`src/rtl/pwr_seq_pkg.sv`:
```
package pwr_seq_pkg;

  typedef enum logic [1:0] {
    ST_RUN       = 2'b00,
    ST_SUSP_COLD = 2'b01,
    ST_SUSP_SW   = 2'b10
  } susp_state_e;

  localparam logic [1:0] CAUSE_NONE = 2'b00;
  localparam logic [1:0] CAUSE_COLD = 2'b01;
  localparam logic [1:0] CAUSE_SW   = 2'b10;

endpackage

```
`src/rtl/pws_sync.sv`:
```
module pws_sync #(
  parameter int WIDTH  = 1,
  parameter int STAGES = 2
) (
  input  logic             clk_i,
  input  logic             arst_i,
  input  logic [WIDTH-1:0] d_i,
  output logic [WIDTH-1:0] q_o
);

  logic [WIDTH-1:0] stg_q [STAGES];

  always_ff @(posedge clk_i or posedge arst_i) begin
    if (arst_i) begin
      for (int i = 0; i < STAGES; i++) stg_q[i] <= '0;
    end else begin
      stg_q[0] <= d_i;
      for (int i = 1; i < STAGES; i++) stg_q[i] <= stg_q[i-1];
    end
  end

  assign q_o = stg_q[STAGES-1];

endmodule

```
`src/rtl/pws_reset_gen.sv`:
```
module pws_reset_gen #(
  parameter int NUM_WARM    = 2,
  parameter int SYNC_STAGES = 2,
  parameter int HOLD_CYCLES = 2
) (
  input  logic                clk_i,
  input  logic                por_i,
  input  logic                btn_i,
  input  logic [NUM_WARM-1:0] warm_i,
  input  logic [NUM_WARM-1:0] warm_en_i,
  output logic                rst_o,
  output logic                cold_done_o
);

  localparam int CNT_W = $clog2(HOLD_CYCLES + 1);
  localparam int SRC_W = NUM_WARM + 1;

  logic [SYNC_STAGES-1:0] por_chain_q;
  logic [SRC_W-1:0]       src_s;
  logic [NUM_WARM-1:0]    warm_gated;
  logic                   cold_src, any_src, done;
  logic [CNT_W-1:0]       cnt_q;
  logic                   cold_seen_q;

  // power-on: asynchronous assert, synchronous release
  always_ff @(posedge clk_i or posedge por_i) begin
    if (por_i) por_chain_q <= '1;
    else       por_chain_q <= {por_chain_q[SYNC_STAGES-2:0], 1'b0};
  end

  pws_sync #(.WIDTH(SRC_W), .STAGES(SYNC_STAGES)) u_src_sync (
    .clk_i  (clk_i),
    .arst_i (por_i),
    .d_i    ({warm_i, btn_i}),
    .q_o    (src_s)
  );

  for (genvar g = 0; g < NUM_WARM; g++) begin : g_gate
    assign warm_gated[g] = src_s[g+1] & warm_en_i[g];
  end

  assign cold_src = por_chain_q[SYNC_STAGES-1] | src_s[0];
  assign any_src  = cold_src | (|warm_gated);
  assign done     = !any_src && (cnt_q == CNT_W'(1));

  always_ff @(posedge clk_i or posedge por_i) begin
    if (por_i) begin
      cnt_q       <= CNT_W'(HOLD_CYCLES);
      cold_seen_q <= 1'b1;
    end else begin
      if (any_src)             cnt_q <= CNT_W'(HOLD_CYCLES);
      else if (cnt_q != '0)    cnt_q <= cnt_q - CNT_W'(1);
      if (cold_src)            cold_seen_q <= 1'b1;
      else if (done)           cold_seen_q <= 1'b0;
    end
  end

  assign rst_o       = any_src || (cnt_q != '0);
  assign cold_done_o = done && cold_seen_q;

  // a live source keeps reset asserted in the next cycle
  p_src_holds_r3: assert property (@(posedge clk_i) disable iff (por_i)
    any_src |=> rst_o);

  // reset only falls after the sources have been quiet for two cycles
  p_release_r3: assert property (@(posedge clk_i) disable iff (por_i)
    $fell(rst_o) |-> (!$past(any_src) && !$past(any_src, 2)));

endmodule

```
`src/rtl/pws_suspend.sv`:
```
module pws_suspend
  import pwr_seq_pkg::*;
(
  input  logic       clk_i,
  input  logic       arst_i,
  input  logic       rst_i,
  input  logic       cold_done_i,
  input  logic       cfg_run_on_reset_i,
  input  logic       cfg_susp_on_por_i,
  input  logic       susp_wr_i,
  input  logic       susp_wdata_i,
  input  logic       bus_idle_i,
  input  logic       irq_i,
  input  logic       dbg_run_i,
  output logic       halt_o,
  output logic       suspended_o,
  output logic [1:0] cause_o
);

  susp_state_e state_q, state_d;
  logic        halt_q;
  logic        wake_evt;

  assign wake_evt = !bus_idle_i || irq_i;

  always_comb begin
    state_d = state_q;
    if (cold_done_i && cfg_susp_on_por_i) begin
      state_d = ST_SUSP_COLD;
    end else if (rst_i) begin
      state_d = ST_RUN;
    end else begin
      unique case (state_q)
        ST_RUN:       if (susp_wr_i && susp_wdata_i) state_d = ST_SUSP_SW;
        ST_SUSP_COLD: if (wake_evt)                  state_d = ST_RUN;
        ST_SUSP_SW:   if (wake_evt || dbg_run_i)     state_d = ST_RUN;
        default:                                     state_d = ST_RUN;
      endcase
    end
  end

  always_ff @(posedge clk_i or posedge arst_i) begin
    if (arst_i) begin
      state_q <= ST_RUN;
      halt_q  <= 1'b1;
    end else begin
      state_q <= state_d;
      if (rst_i)                                     halt_q <= !cfg_run_on_reset_i;
      else if (dbg_run_i && state_q != ST_SUSP_COLD) halt_q <= 1'b0;
    end
  end

  always_comb begin
    unique case (state_q)
      ST_SUSP_COLD: cause_o = CAUSE_COLD;
      ST_SUSP_SW:   cause_o = CAUSE_SW;
      default:      cause_o = CAUSE_NONE;
    endcase
  end

  assign suspended_o = (state_q != ST_RUN);
  assign halt_o      = halt_q;

  p_enter_sw_r6: assert property (@(posedge clk_i) disable iff (arst_i)
    (state_q == ST_RUN && !rst_i && susp_wr_i && susp_wdata_i) |=> (state_q == ST_SUSP_SW));

  p_wake_r8: assert property (@(posedge clk_i) disable iff (arst_i)
    (state_q != ST_RUN && !rst_i && wake_evt) |=> (state_q == ST_RUN));

  p_run_ignored_r9: assert property (@(posedge clk_i) disable iff (arst_i)
    (state_q == ST_SUSP_COLD && !rst_i && !wake_evt) |=> (state_q == ST_SUSP_COLD));

  p_run_wakes_r9: assert property (@(posedge clk_i) disable iff (arst_i)
    (state_q == ST_SUSP_SW && !rst_i && dbg_run_i) |=> (state_q == ST_RUN));

  p_halt_load_r4: assert property (@(posedge clk_i) disable iff (arst_i)
    rst_i |=> (halt_q == !$past(cfg_run_on_reset_i)));

endmodule

```
`src/rtl/pwr_seq_ctrl.sv`:
```
module pwr_seq_ctrl #(
  parameter int SYNC_STAGES = 2,
  parameter int HOLD_CYCLES = 2
) (
  input  logic       clk_i,
  input  logic       por_i,
  input  logic       button_i,
  input  logic       bus_rst_i,
  input  logic       wdog_rst_i,
  input  logic       bus_rst_en_i,
  input  logic       wdog_rst_en_i,
  input  logic       run_on_reset_i,
  input  logic       susp_on_por_i,
  input  logic       susp_wr_i,
  input  logic       susp_wdata_i,
  input  logic       bus_idle_i,
  input  logic       irq_i,
  input  logic       dbg_run_i,
  output logic       core_rst_o,
  output logic       core_halt_o,
  output logic       core_clk_en_o,
  output logic       timer_clk_en_o,
  output logic [1:0] susp_cause_o,
  output logic       susp_bit_o
);

  localparam int NUM_WARM = 2;

  logic core_rst, cold_done, suspended;

  pws_reset_gen #(
    .NUM_WARM    (NUM_WARM),
    .SYNC_STAGES (SYNC_STAGES),
    .HOLD_CYCLES (HOLD_CYCLES)
  ) u_rst (
    .clk_i       (clk_i),
    .por_i       (por_i),
    .btn_i       (button_i),
    .warm_i      ({wdog_rst_i, bus_rst_i}),
    .warm_en_i   ({wdog_rst_en_i, bus_rst_en_i}),
    .rst_o       (core_rst),
    .cold_done_o (cold_done)
  );

  pws_suspend u_susp (
    .clk_i              (clk_i),
    .arst_i             (por_i),
    .rst_i              (core_rst),
    .cold_done_i        (cold_done),
    .cfg_run_on_reset_i (run_on_reset_i),
    .cfg_susp_on_por_i  (susp_on_por_i),
    .susp_wr_i          (susp_wr_i),
    .susp_wdata_i       (susp_wdata_i),
    .bus_idle_i         (bus_idle_i),
    .irq_i              (irq_i),
    .dbg_run_i          (dbg_run_i),
    .halt_o             (core_halt_o),
    .suspended_o        (suspended),
    .cause_o            (susp_cause_o)
  );

  assign core_rst_o     = core_rst;
  assign core_clk_en_o  = !suspended;
  assign timer_clk_en_o = !suspended;
  assign susp_bit_o     = suspended;

  // both enables follow the suspend bit one-for-one
  p_gate_r7: assert property (@(posedge clk_i) disable iff (por_i)
    susp_bit_o |-> (!core_clk_en_o && !timer_clk_en_o));

endmodule

```
`config.mk`:
```
export PLATFORM = sky130hd
export DESIGN_NAME = pwr_seq_ctrl
export DESIGN_NICKNAME = d
export VERILOG_FILES = /design/src/rtl/pwr_seq_pkg.sv /design/src/rtl/pws_sync.sv /design/src/rtl/pws_reset_gen.sv /design/src/rtl/pws_suspend.sv /design/src/rtl/pwr_seq_ctrl.sv
export SDC_FILE = /design/constraint.sdc
export NUM_CORES = 1
export LEC_CHECK = 0
export BUFFER_PORTS_ARGS = -buffer_cell sky130_fd_sc_hd__buf_2
export CORE_AREA = 10 10 49 51
export DETAILED_ROUTE_END_ITERATION = 16
export DIE_AREA = 0 0 59 61
export PLACE_DENSITY = 0.77
export SLEW_MARGIN = 20
export SYNTH_ARGS = -nofsm -noshare
export SYNTH_HDL_FRONTEND = slang
export SYNTH_SLANG_ARGS = --single-unit
```
`constraint.sdc`:
```
create_clock -name clk_i -period 4 [get_ports clk_i]
set_clock_uncertainty 0.15 [all_clocks]
set_input_delay 0.8 -clock clk_i [delete_from_list [all_inputs] [get_ports clk_i]]
set_output_delay 0.8 -clock clk_i [all_outputs]
set_load 0.03 [all_outputs]
```
; Yosys cells after proc, flatten, opt, wreduce, memory -nomap -nowiden
; Index checks and enable logic that the tools add are counted.
[word_totals]
ff_bits = 14
inputBits = 14
output_inout_bits = 7
elab_cells = 52
[op_classes]
n_addsub = 1
n_eq_ne = 7
muxes = 13
bitwise_logic = 4
n_reduce_logical = 20
[ops]
columns = op, count
row1 = $mux W2, 7
row2 = $ne A4 B2 Y1 const B, 3
row3 = $reduce_bool A2 Y1, 5
row4 = $pmux W2 S3, 1
row5 = $logic_and A1 B1 Y1, 5
row6 = $eq A2 B1 Y1 const B, 2
row7 = $logic_not A1 Y1, 4
row8 = $mux W1, 4
row9 = $pmux W2 S2, 1
row10 = $logic_or A1 B1 Y1, 3
row11 = $reduce_and A3 Y1, 1
row12 = $and A1 B1 Y1, 2
row13 = $eq A2 B2 Y1 const B, 1
row14 = $logic_not A2 Y1, 1
row15 = $ne A2 B1 Y1 const B, 1
row16 = $or A1 B1 Y1, 2
row17 = $reduce_or A2 Y1, 1
row18 = $sub A2 B1 Y2 const B, 1

; Depth between registers and ports, before layout
; Gate-level depths: netlist of the first run.
[logic_depth]
depth_word = 9
ltp_mapped = 4
ltp_nobuf = 4

; Modules after synthesis
; From an unflattened synthesis of the first run, not the netlist that was laid out.
[unflattened]
hier_cells = 50
hier_area_um2 = 606.8
[by_module_without_submodules]
columns = mod, n_inst, cells_per_inst, area_each_um2, seq_area_each_um2
row1 = pws_reset_gen, 1, 21, 240.2, 130.1
row2 = pws_suspend, 1, 17, 178.9, 76.3
row3 = pws_sync, 1, 10, 176.4, 150.1
row4 = pwr_seq_ctrl, 1, 2, 11.3, 0.0

; Least setup slack after synthesis of the first run
; OpenSTA, ideal clock, no wires.
[synth_path]
kind = input-to-output
startpoint = input wdog_rst_en_i
endpoint = output core_rst_o
t_arrival_ps = 1278
required_ps = 3050
setup_slack_ps = 1772
path_stages = 2
n_path_buf = 0
path_cell_list = a211oi_2 -> nand3_2
[synth_via]
elab_chain_len = 4
[synth_rtl]
columns = item, line_no
row1 = from (decl), pwr_seq_ctrl.sv:11  ; input logic wdog_rst_en_i,
row2 = $and A1 B1 Y1, pws_reset_gen.sv:39  ; assign warm_gated[g] = src_s[g+1] & warm_en_i[g];
row3 = $reduce_or A2 Y1, pws_reset_gen.sv:43  ; assign any_src = cold_src | (|warm_gated);
row4 = $or A1 B1 Y1, pws_reset_gen.sv:43
row5 = $logic_or A1 B1 Y1, pws_reset_gen.sv:58  ; assign rst_o = any_src || (cnt_q != '0);
row6 = to (decl), pwr_seq_ctrl.sv:19  ; output logic core_rst_o,
; No other way between the ends.

; Worst setup path in the final report of the first run
; Same ends and word-level chain as after synthesis.

==> results of run 1 <==
state kept, by name, summed over array words and instances, names as in the netlist:
register                cells
u_rst.u_src_sync.q_o        3
u_rst.u_src_sync.stg_q      3
u_rst.cnt_q                 2
u_rst.por_chain_q           2
u_susp.state_q              2
u_rst.cold_seen_q           1
u_susp.halt_o               1
logic make-up after synthesis:
group	after synthesis	share of synthesized area, %
XOR/XNOR	1	1.53
adder cells (fa/ha/maj)	2	4.38
other	1	0.656
AO/OA/AOI/OAI	5	5.91
flip-flops	14	62.4
multiplexers	2	3.72
AND/OR/NAND/NOR	14	16.2
buffers and inverters	7	5.25
through the flow:
stage	worst slack [ns]	cells	power (mW)	util, %	hold slack [ns]
global placement	1.55	81	0.176	46.5	0.182
CTS	1.53	85	0.275	49.0	0.209
detailed placement	1.54	81	0.177	46.5	0.191
global route	1.47	85	0.287	49.0	0.215
finish	1.53	85	0.270	49.0	0.206
floorplan	1.77	46	0.167	-	0.181
worst min path at each step:
| stage | startpoint | to | slack, ns | cells after the start |
|---|---|---|---|---|
| after floorplan | u_rst.u_src_sync.stg_q[3] | u_rst.u_src_sync.q_o[0] | 0.18 | 0 |
| after global placement | u_rst.u_src_sync.stg_q[3] | u_rst.u_src_sync.q_o[0] | 0.18 | 0 |
| after detailed placement | u_rst.u_src_sync.stg_q[4] | u_rst.u_src_sync.q_o[1] | 0.19 | 0 |
| after CTS | u_rst.u_src_sync.stg_q[4] | u_rst.u_src_sync.q_o[1] | 0.21 | 0 |
| after global routing | u_rst.por_chain_q[0] | u_rst.por_chain_q[1] | 0.22 | 0 |
| final | u_rst.u_src_sync.stg_q[4] | u_rst.u_src_sync.q_o[1] | 0.21 | 0 |
layout make-up:
| class | instances | area share [%] |
|---|---|---|
| Clock buffer | 4 | 5.03 |
| Inverter | 6 | 3.13 |
| Multi-Input combinational cell | 25 | 25.7 |
| Sequential cell | 14 | 49.5 |
| Tap cell | 16 | 2.78 |
| Timing Repair Buffer | 20 | 13.9 |
worst max-delay path: stages:
cell and delay (ns):
buf_2 0.10, a211oi_2 0.25, nand3_2 0.16, buf_2 0.21
metal layers:
metal	share of wire [%]	vias up
met1	38	196
met5	0	-
met3	14	0
li1	-	195
met2	48	18
met4	0	0
power breakdown:
| group | leakage (nW) | internal [mW] | switching, mW |
|---|---|---|---|
| registers | 0.164 | 0.149 | 0.00270 |
| logic | 0.177 | 0.0100 | 0.0123 |
| clock network | 0.0210 | 0.0552 | 0.0406 |
layout by cell type, fill, tap and decap left out, drive strengths merged:
master,instances
inv,6
dfrtp,9
nor4bb,1
nor2b,1
nor3,1
buf,20
or2,1
nor2,2
mux2i,1
nand4b,1
nor4b,1
a21oi,2
clkbuf,4
a31oi,1
xor2,1
ha,2
and2,1
mux2,1
nand3,2
dfstp,5
conb,1
o21ai,1
nand2,3
a211oi,1
==> impl_metrics.yaml, run 1 <==
worst_setup_path:
  crit_arrival_ns: 1.52
  critPathCaptureType: "primary output"
  r2r_slack_ns: 2.60
  crit_required_ns: 3.05
  r2r_cells: 4
  crit_start: "wdog_rst_en_i"
  critPathKind: "input port to primary output"
  cp_max_fo: 3
  rr_startpoint: "u_rst.cnt_q[1]"
  critPathCapture: "core_rst_o"
  cp-start-kind: "input port"
  r2r_end: "u_rst.cnt_q[1]"
clocking:
  clock-root-buffer: "clkbuf_4"
  clock_sinks: 14
  clk_latency_ns: 0.26
  cts_tree: "done"
  path_clk_slew_ns: 0.08
  cts-buffers-inserted: 3
  ctsHoldBuffers: 0
  post_cts_resized: 0
  htree_num_levels: 1
  cts_setup_buffers: 0
  cts_buffer_depth: 2
global_route:
  met2_usage_pct: 11.3
  grt.total_usage_pct: 6.59
  grt_pass1_vias: 432
  gr-max-usage-layer: "met2"
  grt_max_degree: 15
  grtUsageMet3_pct: 5.01
  antenna_found_initial: 0
  grt_first_pass_wirelength_um: 1810
  grtUsageMet1_pct: 6.01
  grt_overflow: 0
floorplanning:
  dieArea_um2: 3600
  die_x_um: 59
  start_util_pct: 38.9
  ios: 21
  fp.dieH_um: 61
  rows: 14
  core_area_um2: 1470
synthesis:
  synth.distinct_cells: 24
  synth_area_per_cell_um2: 12.4
  netlist_area_um2: 572
  synth_top_area_cell: "dfrtp_1"
  synth_flop_cell: "dfrtp_1"
  synth_top_area_share_pct: 39.4
  synth_seq_cells: 14
  synth_warnings: 0
  synth-edff-count: 0
  synth_most_common_cell: "dfrtp_1"
  async_flop_share_pct: 100
  synth.area.top_cells: "dfrtp_1 39%, dfstp_2 23%, ha_1 4.4%, inv_1 3.9%, nor4b_2 2.6%"
  seq_area_frac_synth_pct: 62.4
  synth_cells: 46
  syn_nets: 62
  netlist_top_cells_count: "9 x dfrtp_1, 6 x inv_1, 5 x dfstp_2, 3 x nand2_1"
route:
  viasPerCell: 4.81
  drt_first_iter_violations: 2
  num_vias: 409
  postRouteWirelength_um: 1160
  wl_per_cell_um: 13.6
  drcViolationCount: 0
  ant_nets: 0
  dr.pass1.iters: 2
sta:
  setup_tns_ns: 0
  report.final.slew_viol_count: 0
  tightest_slew_ns: 0.515
  report.final.setup_viol: 0
  fmaxAchievable_mhz: 405
  min_period_over_period_pct: 61.7
  min_period_ns: 2.47
  slew_headroom_pct: 65.6
  rsz0062_at_grt: "false"
  hold_viol_final: 0
min_path:
  hp-class: "flip-flop to flip-flop"
finish:
  design_area_um2: 721
  nets: 86
  multiInputGateArea_um2: 185
  fillers: 147
  area_delta_synth_final_pct: 26.0
  layout-drive-gt1-share_pct: 50.7
  seq_area_um2: 357
  num_antenna_cells: 0
power_and_ir_drop:
  p_leak_nw: 0.362
  ir_drop_v: 0.000266
  power-per-cell-area_nw_per_um2: 374
place:
  dp_hpwl_um: 983
  gp_congestion: 0.686
  io_buffers: 20
  placed_area_um2: 684
flow_run:
  drv_cap: 0
outcome:
  outcome: "completed"
Power figures use the tool's default switching activity.
==> inputs of run 2 (changes only) <==
--- a/config.mk
+++ b/config.mk
@@ -9,7 +9,7 @@
 export CORE_AREA = 10 10 49 51
 export DETAILED_ROUTE_END_ITERATION = 16
 export DIE_AREA = 0 0 59 61
-export PLACE_DENSITY = 0.77
+export PLACE_DENSITY = 0.79
 export SLEW_MARGIN = 20
 export SYNTH_ARGS = -nofsm -noshare
 export SYNTH_HDL_FRONTEND = slang
==> constraint.sdc (replaced) <==
create_clock -name clk_i -period 2 [get_ports clk_i]
set_clock_uncertainty 0.15 [all_clocks]
set_input_delay 0.4 -clock clk_i [delete_from_list [all_inputs] [get_ports clk_i]]
set_output_delay 0.4 -clock clk_i [all_outputs]
set_load 0.03 [all_outputs]
==> impl_metrics.yaml, run 2 (synthesis results as in run 1) <==
floorplanning:
  die_x_um: 59
  rows: 14
  ios: 21
  start_util_pct: 38.9
  fp.dieH_um: 61
  core_area_um2: 1470
  dieArea_um2: 3600
sta:
  report.final.slew_viol_count: 0
  fmaxAchievable_mhz: 530
  setup_tns_ns: 0
  hold_viol_final: 0
  tightest_slew_ns: 0.503
  report.final.setup_viol: 0
  rsz0062_at_grt: "false"
  min_period_over_period_pct: 94.4
  slew_headroom_pct: 66.5
  fin_ws_ns: 0.111
  min_period_ns: 1.89
  timing.hold.ws_ns: 0.0731
global_route:
  grt_pass1_vias: 464
  grtUsageMet1_pct: 6.11
  met2_usage_pct: 13.1
  antenna_found_initial: 0
  grt_overflow: 0
  grt_first_pass_wirelength_um: 1980
  grt.total_usage_pct: 7.18
  grtUsageMet3_pct: 4.59
  grt_max_degree: 15
  gr-max-usage-layer: "met2"
place:
  gp_congestion: 0.711
  pre_cts_ws_ns: 0.304
  io_buffers: 20
  dp_hpwl_um: 1000
  place_inst: 81
  placed_area_um2: 684
worst_setup_path:
  r2r_cells: 3
  cpPeakStageDelay_ns: 0.40
  critPathKind: "flip-flop to primary output"
  crit_required_ns: 1.45
  rr_startpoint: "u_rst.u_src_sync.q_o[0]"
  r2r_end: "u_susp.state_q[1]"
  cp_max_fo: 3
  cp-start-kind: "flip-flop"
  cp_cell_sequence: "a211oi_2, nand3_2, buf_4"
  critPathCapture: "core_rst_o"
  crit_start: "u_rst.u_src_sync.q_o[0]"
  critPathCaptureType: "primary output"
  crit_arrival_ns: 1.34
  critPathSlowestCell: "dfrtp_1"
  r2r_slack_ns: 0.65
clocking:
  clk_latency_ns: 0.27
  path_clk_slew_ns: 0.09
  cts-buffers-inserted: 3
  htree_num_levels: 1
  clock-root-buffer: "clkbuf_4"
  cts_buffer_depth: 2
  cts_tree: "done"
  clock_sinks: 14
finish:
  design_area_um2: 736
  stdcell_count: 86
  fillers: 141
  num_antenna_cells: 0
  area_delta_synth_final_pct: 28.7
  nets: 87
  final_core_util_pct: 50.0
  final_cell_mix: "19 x buf_2, 9 x dfrtp_1, 6 x inv_1, 5 x dfstp_2"
  final_common_cell: "buf_2"
  layout-drive-gt1-share_pct: 51.4
route:
  viasPerCell: 4.62
  drt_first_iter_violations: 2
  dr.pass1.iters: 2
  ant_nets: 0
  wl_per_cell_um: 13.8
  num_vias: 397
  drcViolationCount: 0
  postRouteWirelength_um: 1190
power_and_ir_drop:
  power-per-cell-area_nw_per_um2: 747
  ir_drop_v: 0.000464
  p_leak_nw: 0.367
  p_total_uw: 550
min_path:
  hp-class: "input port to flip-flop"
flow_run:
  drv_cap: 0
outcome:
  outcome: "completed"
-- run 2: cell types whose count changed in the layout (fill, tap and decap cells not counted), sizes merged --
cell / before / now
dlygate4sd3: 0 / 1
-- run 2: report_power, final --
| part | switching, mW | internal (mW) |
|---|---|---|
| registers | 0.00566 | 0.298 |
| logic | 0.0246 | 0.0217 |
| clock network | 0.0891 | 0.111 |
| total | 0.119 | 0.430 |
-- run 2: layer usage --
layer | routed length (µm) | vias up
met4 | 7 | 0
met3 | 147 | 2
met1 | 443 | 180
li1 | - | 195
met2 | 591 | 20
met5 | 0 | -
-- run 2: layout make-up --
type | count | area (µm²) | area share (%)
clock buffers | 4 | 36.3 | 4.93
flip-flops and latches | 14 | 357 | 48.5
multi-input cells | 25 | 188 | 25.5
repair buffers | 21 | 113 | 15.3
well taps | 16 | 20.0 | 2.72
inverters | 6 | 22.5 | 3.06
-- run 2: worst min path at each step --
| stage | start | endpoint | slack [ns] | depth (start not counted) |
|---|---|---|---|---|
| floorplan | por_i | u_rst.cnt_q[0] | 0.14 | 1 |
| global placement | u_rst.u_src_sync.stg_q[4] | u_rst.u_src_sync.q_o[1] | 0.18 | 0 |
| detailed placement | u_rst.u_src_sync.stg_q[5] | u_rst.u_src_sync.q_o[2] | 0.19 | 0 |
| CTS | wdog_rst_i | u_rst.u_src_sync.stg_q[5] | 0.07 | 1 |
| global route | button_i | u_rst.u_src_sync.stg_q[3] | 0.06 | 1 |
| finish | wdog_rst_i | u_rst.u_src_sync.stg_q[5] | 0.07 | 1 |
-- run 2: critical path, delay by kind of cell (launching register included) --
kind	cells	cell delay, ns
buffers and inverters	1	0.20
AO/OA/AOI/OAI	1	0.29
flip-flops	1	0.40
AND/OR/NAND/NOR	1	0.17
-- run 2: repair_timing --
item	in CTS	in global routing
buffers inserted	0	0
hold buffers	1	0
resized for setup	0	3
setup endpoints to repair	0	1
endpoints found under the hold margin	4	0
